==> config.mk <==
export PLATFORM = sky130hd
export DESIGN_NAME = sram_ctl
export DESIGN_NICKNAME = d
export VERILOG_FILES = /design/src/rtl/sram_ctl_pkg.sv /design/src/rtl/sram_ctl_timer.sv /design/src/rtl/sram_ctl_fsm.sv /design/src/rtl/sram_ctl_dpath.sv /design/src/rtl/sram_ctl.sv
export SDC_FILE = /design/constraint.sdc
export NUM_CORES = 1
export LEC_CHECK = 0
export BUFFER_PORTS_ARGS = -buffer_cell sky130_fd_sc_hd__buf_2
export CAP_MARGIN = 10
export CORE_UTILIZATION = 52
export DETAILED_ROUTE_END_ITERATION = 8
export PLACE_DENSITY = 0.9
export SYNTH_ARGS = -nofsm -noshare
export SYNTH_HDL_FRONTEND = slang
export SYNTH_SLANG_ARGS = --single-unit
==> constraint.sdc <==
create_clock -name clk -period 3.3 [get_ports clk]
set_clock_uncertainty 0.15 [all_clocks]
set_input_delay 0.66 -clock clk [delete_from_list [all_inputs] [get_ports clk]]
set_output_delay 0.66 -clock clk [all_outputs]
set_load 0.02 [all_outputs]
==> src/rtl/sram_ctl_pkg.sv <==
package sram_ctl_pkg;

    typedef enum logic [2:0] {
        ST_IDLE     = 3'd0,
        ST_RD_ACC   = 3'd1,
        ST_RD_REC   = 3'd2,
        ST_WR_SET   = 3'd3,
        ST_WR_PULSE = 3'd4,
        ST_WR_HOLD  = 3'd5
    } ctl_state_t;

    // whole cycles covering a time in ps, never below one
    function automatic int cycles_for(input int t_ps, input int period_ps);
        int c;
        c = (t_ps + period_ps - 1) / period_ps;
        return (c < 1) ? 1 : c;
    endfunction

    function automatic int max_of(input int a, input int b);
        return (a > b) ? a : b;
    endfunction

endpackage

==> src/rtl/sram_ctl_timer.sv <==
module sram_ctl_timer #(
    parameter int CNT_W = 8
) (
    input  logic             clk,
    input  logic             rst_n,
    input  logic             load,
    input  logic [CNT_W-1:0] load_val,
    output logic             done
);

    logic [CNT_W-1:0] cnt_q;

    always_ff @(posedge clk or negedge rst_n) begin
        if (!rst_n) begin
            cnt_q <= '0;
        end else if (load) begin
            cnt_q <= load_val;
        end else if (cnt_q != '0) begin
            cnt_q <= cnt_q - 1'b1;
        end
    end

    assign done = (cnt_q == '0);

endmodule

==> src/rtl/sram_ctl_fsm.sv <==
module sram_ctl_fsm
    import sram_ctl_pkg::*;
#(
    parameter int CNT_W   = 8,
    parameter int RD_CYC  = 4,
    parameter int WP_CYC  = 3,
    parameter int WH_CYC  = 1,
    parameter int OHZ_CYC = 2
) (
    input  logic             clk,
    input  logic             rst_n,
    input  logic             req_valid,
    input  logic             req_write,
    input  logic             tmr_done,
    output logic             tmr_load,
    output logic [CNT_W-1:0] tmr_val,
    output logic             accept,
    output logic             capture,
    output logic             ready,
    output logic             ce_n,
    output logic             oe_n,
    output logic             we_n,
    output logic             dq_oe
);

    localparam logic [CNT_W-1:0] RD_LOAD  = CNT_W'(RD_CYC - 1);
    localparam logic [CNT_W-1:0] WP_LOAD  = CNT_W'(WP_CYC - 1);
    localparam logic [CNT_W-1:0] WH_LOAD  = CNT_W'(WH_CYC - 1);
    localparam logic [CNT_W-1:0] OHZ_LOAD = CNT_W'(OHZ_CYC - 1);

    ctl_state_t state_q, state_d;
    logic       ready_q, ready_d;

    // next state, timer loads and event strobes
    always_comb begin
        state_d  = state_q;
        tmr_load = 1'b0;
        tmr_val  = '0;
        accept   = 1'b0;
        capture  = 1'b0;
        ready_d  = 1'b0;
        unique case (state_q)
            ST_IDLE: begin
                if (req_valid) begin
                    accept   = 1'b1;
                    tmr_load = 1'b1;
                    if (req_write) begin
                        state_d = ST_WR_SET;
                        tmr_val = '0;
                    end else begin
                        state_d = ST_RD_ACC;
                        tmr_val = RD_LOAD;
                    end
                end
            end
            ST_RD_ACC: begin
                if (tmr_done) begin
                    capture  = 1'b1;
                    ready_d  = 1'b1;
                    state_d  = ST_RD_REC;
                    tmr_load = 1'b1;
                    tmr_val  = OHZ_LOAD;
                end
            end
            ST_RD_REC: begin
                if (tmr_done) begin
                    state_d = ST_IDLE;
                end
            end
            ST_WR_SET: begin
                if (tmr_done) begin
                    state_d  = ST_WR_PULSE;
                    tmr_load = 1'b1;
                    tmr_val  = WP_LOAD;
                end
            end
            ST_WR_PULSE: begin
                if (tmr_done) begin
                    state_d  = ST_WR_HOLD;
                    tmr_load = 1'b1;
                    tmr_val  = WH_LOAD;
                end
            end
            ST_WR_HOLD: begin
                if (tmr_done) begin
                    state_d = ST_IDLE;
                    ready_d = 1'b1;
                end
            end
            default: begin
                state_d = ST_IDLE;
            end
        endcase
    end

    // state register
    always_ff @(posedge clk or negedge rst_n) begin
        if (!rst_n) begin
            state_q <= ST_IDLE;
            ready_q <= 1'b0;
        end else begin
            state_q <= state_d;
            ready_q <= ready_d;
        end
    end

    // pin decode from state
    always_comb begin
        ce_n  = 1'b1;
        oe_n  = 1'b1;
        we_n  = 1'b1;
        dq_oe = 1'b0;
        unique case (state_q)
            ST_IDLE, ST_RD_REC: begin
            end
            ST_RD_ACC: begin
                ce_n = 1'b0;
                oe_n = 1'b0;
            end
            ST_WR_SET, ST_WR_HOLD: begin
                ce_n  = 1'b0;
                dq_oe = 1'b1;
            end
            ST_WR_PULSE: begin
                ce_n  = 1'b0;
                we_n  = 1'b0;
                dq_oe = 1'b1;
            end
            default: begin
            end
        endcase
    end

    assign ready = ready_q;

endmodule

==> src/rtl/sram_ctl_dpath.sv <==
module sram_ctl_dpath #(
    parameter int ADDR_W = 15,
    parameter int DATA_W = 8
) (
    input  logic              clk,
    input  logic              rst_n,
    input  logic              accept,
    input  logic              capture,
    input  logic [ADDR_W-1:0] req_addr,
    input  logic [DATA_W-1:0] req_wdata,
    input  logic [DATA_W-1:0] mem_dq_i,
    output logic [ADDR_W-1:0] mem_addr,
    output logic [DATA_W-1:0] mem_dq_o,
    output logic [DATA_W-1:0] rdata
);

    logic [ADDR_W-1:0] addr_q;
    logic [DATA_W-1:0] wdata_q;
    logic [DATA_W-1:0] rdata_q;

    always_ff @(posedge clk or negedge rst_n) begin
        if (!rst_n) begin
            addr_q  <= '0;
            wdata_q <= '0;
        end else if (accept) begin
            addr_q  <= req_addr;
            wdata_q <= req_wdata;
        end
    end

    always_ff @(posedge clk or negedge rst_n) begin
        if (!rst_n) begin
            rdata_q <= '0;
        end else if (capture) begin
            rdata_q <= mem_dq_i;
        end
    end

    assign mem_addr = addr_q;
    assign mem_dq_o = wdata_q;
    assign rdata    = rdata_q;

endmodule

==> src/rtl/sram_ctl.sv <==
module sram_ctl
    import sram_ctl_pkg::*;
#(
    parameter int ADDR_W   = 15,
    parameter int DATA_W   = 8,
    parameter int CNT_W    = 8,
    parameter int T_CLK_PS = 10000,
    parameter int T_RC_PS  = 35000,
    parameter int T_AA_PS  = 35000,
    parameter int T_OE_PS  = 15000,
    parameter int T_WC_PS  = 35000,
    parameter int T_WP_PS  = 20000,
    parameter int T_AW_PS  = 25000,
    parameter int T_DS_PS  = 15000,
    parameter int T_OHZ_PS = 12000
) (
    input  logic              clk,
    input  logic              rst_n,
    input  logic              req_valid,
    input  logic              req_write,
    input  logic [ADDR_W-1:0] req_addr,
    input  logic [DATA_W-1:0] req_wdata,
    output logic              rsp_ready,
    output logic [DATA_W-1:0] rsp_rdata,
    output logic [ADDR_W-1:0] mem_addr,
    output logic [DATA_W-1:0] mem_dq_o,
    output logic              mem_dq_oe,
    input  logic [DATA_W-1:0] mem_dq_i,
    output logic              mem_ce_n,
    output logic              mem_oe_n,
    output logic              mem_we_n
);

    localparam int RD_CYC  = max_of(cycles_for(T_RC_PS, T_CLK_PS),
                             max_of(cycles_for(T_AA_PS, T_CLK_PS),
                                    cycles_for(T_OE_PS, T_CLK_PS)));
    localparam int WP_CYC  = max_of(cycles_for(T_WP_PS, T_CLK_PS),
                             max_of(cycles_for(T_AW_PS, T_CLK_PS),
                                    cycles_for(T_DS_PS, T_CLK_PS)));
    localparam int WC_CYC  = cycles_for(T_WC_PS, T_CLK_PS);
    localparam int WH_CYC  = max_of(1, WC_CYC - WP_CYC - 1);
    localparam int OHZ_CYC = cycles_for(T_OHZ_PS, T_CLK_PS);

    logic             tmr_load;
    logic [CNT_W-1:0] tmr_val;
    logic             tmr_done;
    logic             accept;
    logic             capture;

    sram_ctl_timer #(.CNT_W(CNT_W)) u_timer (
        .clk      (clk),
        .rst_n    (rst_n),
        .load     (tmr_load),
        .load_val (tmr_val),
        .done     (tmr_done)
    );

    sram_ctl_fsm #(
        .CNT_W   (CNT_W),
        .RD_CYC  (RD_CYC),
        .WP_CYC  (WP_CYC),
        .WH_CYC  (WH_CYC),
        .OHZ_CYC (OHZ_CYC)
    ) u_fsm (
        .clk       (clk),
        .rst_n     (rst_n),
        .req_valid (req_valid),
        .req_write (req_write),
        .tmr_done  (tmr_done),
        .tmr_load  (tmr_load),
        .tmr_val   (tmr_val),
        .accept    (accept),
        .capture   (capture),
        .ready     (rsp_ready),
        .ce_n      (mem_ce_n),
        .oe_n      (mem_oe_n),
        .we_n      (mem_we_n),
        .dq_oe     (mem_dq_oe)
    );

    sram_ctl_dpath #(.ADDR_W(ADDR_W), .DATA_W(DATA_W)) u_dpath (
        .clk       (clk),
        .rst_n     (rst_n),
        .accept    (accept),
        .capture   (capture),
        .req_addr  (req_addr),
        .req_wdata (req_wdata),
        .mem_dq_i  (mem_dq_i),
        .mem_addr  (mem_addr),
        .mem_dq_o  (mem_dq_o),
        .rdata     (rsp_rdata)
    );

endmodule

==> summary.md, run 1 <==
| Metric | Value |
|---|---|
| Peak supply drop | approximately 620 uV |
| Largest family of logic cells by synthesized area | simple AND/OR/NAND/NOR gates |
| Most frequent cells in the layout | nand2_1, buf_2, dfrtp_1 |
| CP required | between 2 and 2.5 ns |
| Placement Cell Area | ~2300 um2 |
| Final Hold Violating Endpoints | 0 |
| Total CTS buffers | 5 |
| Initial antenna violation count | 0 |
| Starting DRC count in detailed routing | 40 |
| Setup TNS | 0 ns |
| # DRC | 0 |
| Post-CTS sizing | 0 |
| Synth warn | 0 |
| RSZ-0062 raised after global routing | no |
| Overall via count from detail_route | ~1600 |
| Vias/cell | ~5 |
| Total GRT Usage | 0.207 |
| Setup Fix Bufs, Post-CTS | 0 |
| Clk sinks | between 40 and 50 |
| Post-synthesis xor/xnor area fraction | 0.0137 |
| Synth cell types | 37 |
| Clock Tree Root | clkbuf_8 |
| Syn Inst Count | about 190 |
| Synth Register Bits | 43 |
| Post-synthesis adder-cell area fraction | 0.00651 |
| Maximum root-to-sink buffer count | 2 |
| WL/cell | 12.5 um |
| Outcome | finished, final reports clean |
| Hold buffers post-CTS | 0 |
| Initial Util | 0.559 |
| Sequential-to-total area share from yosys stat | 0.560 |
| Final setup violating endpoints | 0 |
| Crit-path max FO | 10 |
| Non-Filler Instances | around 310 |
| Synth Area in Compound Gates | 0.0625 |
| Pin count of the biggest net entering global routing | 44 |
| Util after Layout | 0.702 |
| ANT cells | 0 |
| Slew at the pin with the worst max-slew slack | between 0.8 and 0.9 ns |
| Critical Path Sink Type | output port |
| H-tree depth | 2 |
| FFs w/ async S/R, synth | 1.00 |
| Rel. slew slack | 0.405 |
| Cell leakage power | approximately 1.3 nW |
| First-pass GRT wire length | around 6400 um |
| Final-report max-slew violation count | 0 |
| Clock slew at reported path FFs | roughly 0.080 ns |
| CTS tree | done |
| DRT Pass-1 Iters | 4 |
| Die height | approximately 63 um |
| WS Path Type | flop to output port |
| Vias in the first global route | around 1500 |
| Mux contribution to synthesized area | 0.0729 |
| Post-synth EDFFs | 0 |
| Grt ovf | 0 |
| Avg Cell Area, Syn | between 10 and 15 um2 |
| Most common cell after layout, fill and taps aside | nand2_1 |
| Io pins | between 70 and 80 |
| RePlAce Congestion | around 0.8 |
| Design Area, Final | 2420 um2 |
| IO buf count | 70 |
| Max-cap violations | 0 |
| CP Data Arrival Time | 1.49 ns |
| P&R area growth vs syn | 25.7% |
| PD cells | around 1000 nW/um2 |
| Die X | ~63 um |
| Routed Antenna Nets | 0 |
| Area share of and/or/nand/nor cells after synthesis | 0.249 |
| Clock Latency Late Sink | around 0.29 ns |
| Cell area after synthesis | slightly below 2000 um2 |
| Hold Path Class | flop to flop |
| Detailed placement HPWL | ~2800 um |
| Period minus WS final | roughly 2.3 ns |
| Nets | approximately 300 |
| F_max | ~430 MHz |
| Fin crit share | 0.697 |
| Placed Cells | 300 |
| Layout cell share with drive strength beyond 1 | 0.351 |
| Routed WL | approximately 3900 um |
| Core region area | about 3400 um2 |
| Row cnt | 21 |
| Die Area | approximately 3900 um2 |
| Synth Net Count | 227 |
| Worst Setup Start Kind | flop |
| Filler instances | 260 |
| Main synth FF type | dfrtp_1 |
[path summary, 6_finish.rpt]
check,depth (start not counted),to,from,slack (ns)
max,3,mem_oe_n,u_fsm.state_q[0],1.0
min,2,u_dpath.mem_addr[4],u_dpath.mem_addr[4],0.32
max reg2reg,6,u_dpath.rdata[5],u_timer.cnt_q[1],1.10
min reg2reg,2,u_dpath.mem_addr[4],u_dpath.mem_addr[4],0.32
max in group asynchronous,1,u_dpath.mem_dq_o[7],rst_n,2.11
min in group asynchronous,1,u_dpath.rdata[2],rst_n,0.33
[cells by family (layout without fill, tap and decap cells)]
group                      Yosys count  count (layout)
adders and majority gates            1               1
DFF                                 43              43
buffers and inverters               13              84
muxes                               10              10
xor gates and xnor gates             3               3
and+or+nand+nor                    103             103
AOI/OAI and AO/OA                   18              18
[per-layer routing]
layer / global-route usage / vias to the layer above / part of all wire
li1: - / 764 / -
met1: 0.263 / 722 / 0.45
met2: 0.344 / 69 / 0.48
met3: 0.0474 / 12 / 0.059
met4: 0.0785 / 0 / 0.018
met5: 0 / - / 0
[final cells by class]
cell class,count,area [um2],area share
repair buffers,72,365,0.151
clock buffers,6,82.6,0.0342
flip-flops and latches,43,1080,0.445
well taps,46,57.6,0.0238
inverters,4,15.0,0.00621
clock inverters,2,35.0,0.0145
multi-input cells,135,786,0.325
[power breakdown]
group / switching (mW) / total (mW) / internal, mW / leakage, nW
registers: 0.203 / 0.968 / 0.765 / 0.534
logic: 0.633 / 1.08 / 0.445 / 0.719
clock network: 0.172 / 0.416 / 0.245 / 0.0612
total: 1.01 / 2.46 / 1.45 / 1.31
[sequential cells by signal, summed over array words and instances (netlist names)]
register,flops
u_fsm.state_q,3
u_dpath.mem_addr,15
u_fsm.ready,1
u_timer.cnt_q,8
u_dpath.rdata,8
u_dpath.mem_dq_o,8
[metrics by stage]
stage	power, mW	worst slack, ns	hold WS [ns]
floorplan	1.71	1.37	0.214
global placement	2.01	1.19	0.305
detailed placement	2.05	1.13	0.308
CTS	2.48	1.00	0.328
global route	2.62	0.924	0.349
finish	2.46	1.00	0.325
[critical path, stage by stage (launching register included)]
cell,delay [ns]
dfrtp_1,0.53
inv_1,0.12
or3_1,0.38
buf_2,0.17
[synth_stat cells (2+ instances only)]
cell | count | share of area
nand2_1 | 75 | 0.15
dfrtp_1 | 43 | 0.56
nor2_1 | 9 | 0.018
mux2_4 | 8 | 0.062
a21oi_1 | 5 | 0.013
nor3_1 | 5 | 0.013
clkbuf_1 | 4 | 0.0078
inv_1 | 4 | 0.0078
xnor2_1 | 3 | 0.014
a211oi_1 | 2 | 0.0078
buf_2 | 2 | 0.0052
buf_6 | 2 | 0.012
mux2i_1 | 2 | 0.010
nor2b_1 | 2 | 0.0065
o21ai_0 | 2 | 0.0052
or3_1 | 2 | 0.0065
Note: power is estimated with default switching activity, not from simulation.
==> run 2: changes to the inputs <==
Settings changed: CORE_UTILIZATION 52 to 49, PLACE_DENSITY 0.9 to 0.85.
Clock period 3.3 ns to 2.31 ns, I/O delays scaled along.
==> run 2 against run 1 <==
  * Power is 38% higher
  * Clock-buffer cell count stayed put
  * Core utilization is 4.4 points lower
  * Sequential share of layout area is 0.55 points lower
  * Sequential cell count stayed put
  * Via count is 0.13% lower
  * Clock power is 8.7% higher
  * Critical path type unchanged
  * Largest cell class unchanged
  * Largest power group unchanged
==> summary.md, run 2 (synthesized netlist as in run 1, its figures left out) <==
| Metric | Value |
|---|---|
| Outcome | finished, final reports clean |
| Hold Path Class | input pin to flop |
| WL/cell | ~12 um |
| Combinational power share | 0.461 |
| H-tree depth | 2 |
| CP Data Arrival Time | roughly 1.5 ns |
| Net switching power | 1.42 mW |
| Final Hold Violating Endpoints | 0 |
| Total CTS buffers | 5 |
| Rel. slew slack | 0.621 |
| Vias/cell | approximately 5 |
| Highest-delay cell along the critical path | dfrtp_1 |
| F_max | 467 MHz |
| Pin count of the biggest net entering global routing | 44 |
| Filler instances | about 320 |
| Crit-path cells | inv_1 > or3_1 > buf_2 |
| Clk sinks | between 40 and 50 |
| Clock Tree Root | clkbuf_8 |
| Grt ovf | 0 |
| IO buf count | 70 |
| CP required | 1.70 ns |
| Peak supply drop | ~750 uV |
| Setup Fix Bufs, Post-CTS | 0 |
| Initial Util | 0.518 |
| CTS tree | done |
| Post-CTS sizing | 0 |
| Placed Cells | between 300 and 400 |
| Total GRT Usage | 0.204 |
| Cell leakage power | around 1.3 nW |
| Die height | 64.6 um |
| Slew at the pin with the worst max-slew slack | between 0.5 and 0.6 ns |
| PD cells | about 1400 nW/um2 |
| Largest register FFs | 15 |
| Routed WL | ~3800 um |
| Initial antenna violation count | 0 |
| First-pass GRT wire length | about 6400 um |
| # DRC | 0 |
| Clock slew at reported path FFs | around 0.080 ns |
| Core region area | between 3000 and 4000 um2 |
| Sw Ratio | 0.420 |
| Setup TNS | 0 ns |
| Die Area | ~4200 um2 |
| Period minus WS final | about 2.1 ns |
| Fin crit share | 0.926 |
| Crit-path max FO | 10 |
| Starting DRC count in detailed routing | 56 |
| Slowest cell delay on critical path | roughly 0.53 ns |
| Critical Path Sink Type | output port |
| Io pins | between 70 and 80 |
| RePlAce Congestion | around 0.81 |
| Pint | between 1.5 and 2 mW |
| Most frequent cells in the layout | nand2_1, buf_2, dfrtp_1 |
| Worst Setup Start Kind | flop |
| Layout cell share with drive strength beyond 1 | 0.358 |
| Final setup violating endpoints | 0 |
| Max-cap violations | 0 |
| Die X | roughly 65 um |
| Nets | slightly above 300 |
| RSZ-0062 raised after global routing | no |
| DRT Pass-1 Iters | 5 |
| Overall via count from detail_route | 1565 |
| ANT cells | 0 |
| Reg power frac | 0.406 |
| WS Path Type | flop to output port |
| Clock network fraction of design power | 0.134 |
| Non-Filler Instances | roughly 320 |
| Vias in the first global route | around 1500 |
| P&R area growth vs syn | 27.3% |
| Maximum root-to-sink buffer count | 2 |
| Most common cell after layout, fill and taps aside | nand2_1 |
| Routed Antenna Nets | 0 |
| Detailed placement HPWL | 2780 um |
| Final-report max-slew violation count | 0 |
| Clock Latency Late Sink | approximately 0.29 ns |
| Row cnt | 22 |
run 2: cell types whose count changed in the layout (fill, tap and decap cells not counted), sizes merged:
| cell | delta |
|---|---|
| bufinv | -1 |
| dlygate4sd3 | +1 |
| buf | +5 |
| clkinvlp | +1 |
run 2: repair_timing:
item / in CTS / in global routing
setup endpoints to repair: 0 / 0
hold buffers: 1 / 0
hold endpoints to repair: 43 / 0
run 2: metal layers:
metal | vias to the layer above | track usage | share of wire
li1 | 778 | - | -
met1 | 720 | 0.243 | 0.44
met2 | 62 | 0.350 | 0.48
met3 | 5 | 0.0546 | 0.067
met4 | 0 | 0.0750 | 0.010
met5 | - | 0 | 0
run 2: stage by stage:
step | hold slack [ns] | total power, mW | util | setup slack [ns] | instance area [um2]
6_report | 0.205 | 3.39 | 0.659 | 0.170 | 2450
5_1_grt | 0.199 | 3.64 | 0.659 | 0.102 | 2450
4_1_cts | 0.193 | 3.42 | 0.659 | 0.182 | 2450
3_5_place_dp | 0.306 | 2.95 | 0.633 | 0.351 | 2350
3_3_place_gp | 0.303 | 2.91 | 0.633 | 0.417 | 2350
2_1_floorplan | 0.0164 | 2.45 | - | 0.379 | 1920
run 2: power groups by stage:
stage	Combinational (mW)	Clock, mW	Sequential, mW
after floorplan	0.827	0	1.62
after global placement	1.53	0	1.38
after detailed placement	1.58	0	1.38
after CTS	1.58	0.471	1.37
after global routing	1.71	0.499	1.42
final	1.56	0.452	1.37
run 2: final timing paths:
kind,from,slack (ns),cells past startpoint,to
worst max-delay path,u_fsm.state_q[0],0.17,3,mem_oe_n
worst min-delay path,req_addr[14],0.20,3,u_dpath.mem_addr[14]
worst max register to register,u_timer.cnt_q[1],0.33,7,u_fsm.state_q[1]
worst min register to register,u_dpath.mem_addr[13],0.33,2,u_dpath.mem_addr[13]
max in group asynchronous,rst_n,1.29,3,u_dpath.rdata[7]
min in group asynchronous,rst_n,0.51,3,u_fsm.ready
run 2: layout make-up:
cell class	instances	area, um2	area share
Clock buffer	6	72.6	0.0297
Clock inverter	2	12.5	0.00511
Inverter	4	15.0	0.00613
Multi-Input combinational cell	135	786	0.321
Sequential cell	43	1080	0.440
Tap cell	48	60.1	0.0245
Timing Repair Buffer	78	425	0.174
run 2: critical path, delay by kind of cell (launching register included):
family                 cells  cell delay, ns
flip-flops                 1            0.53
AND/OR/NAND/NOR            1            0.40
buffers and inverters      2            0.31
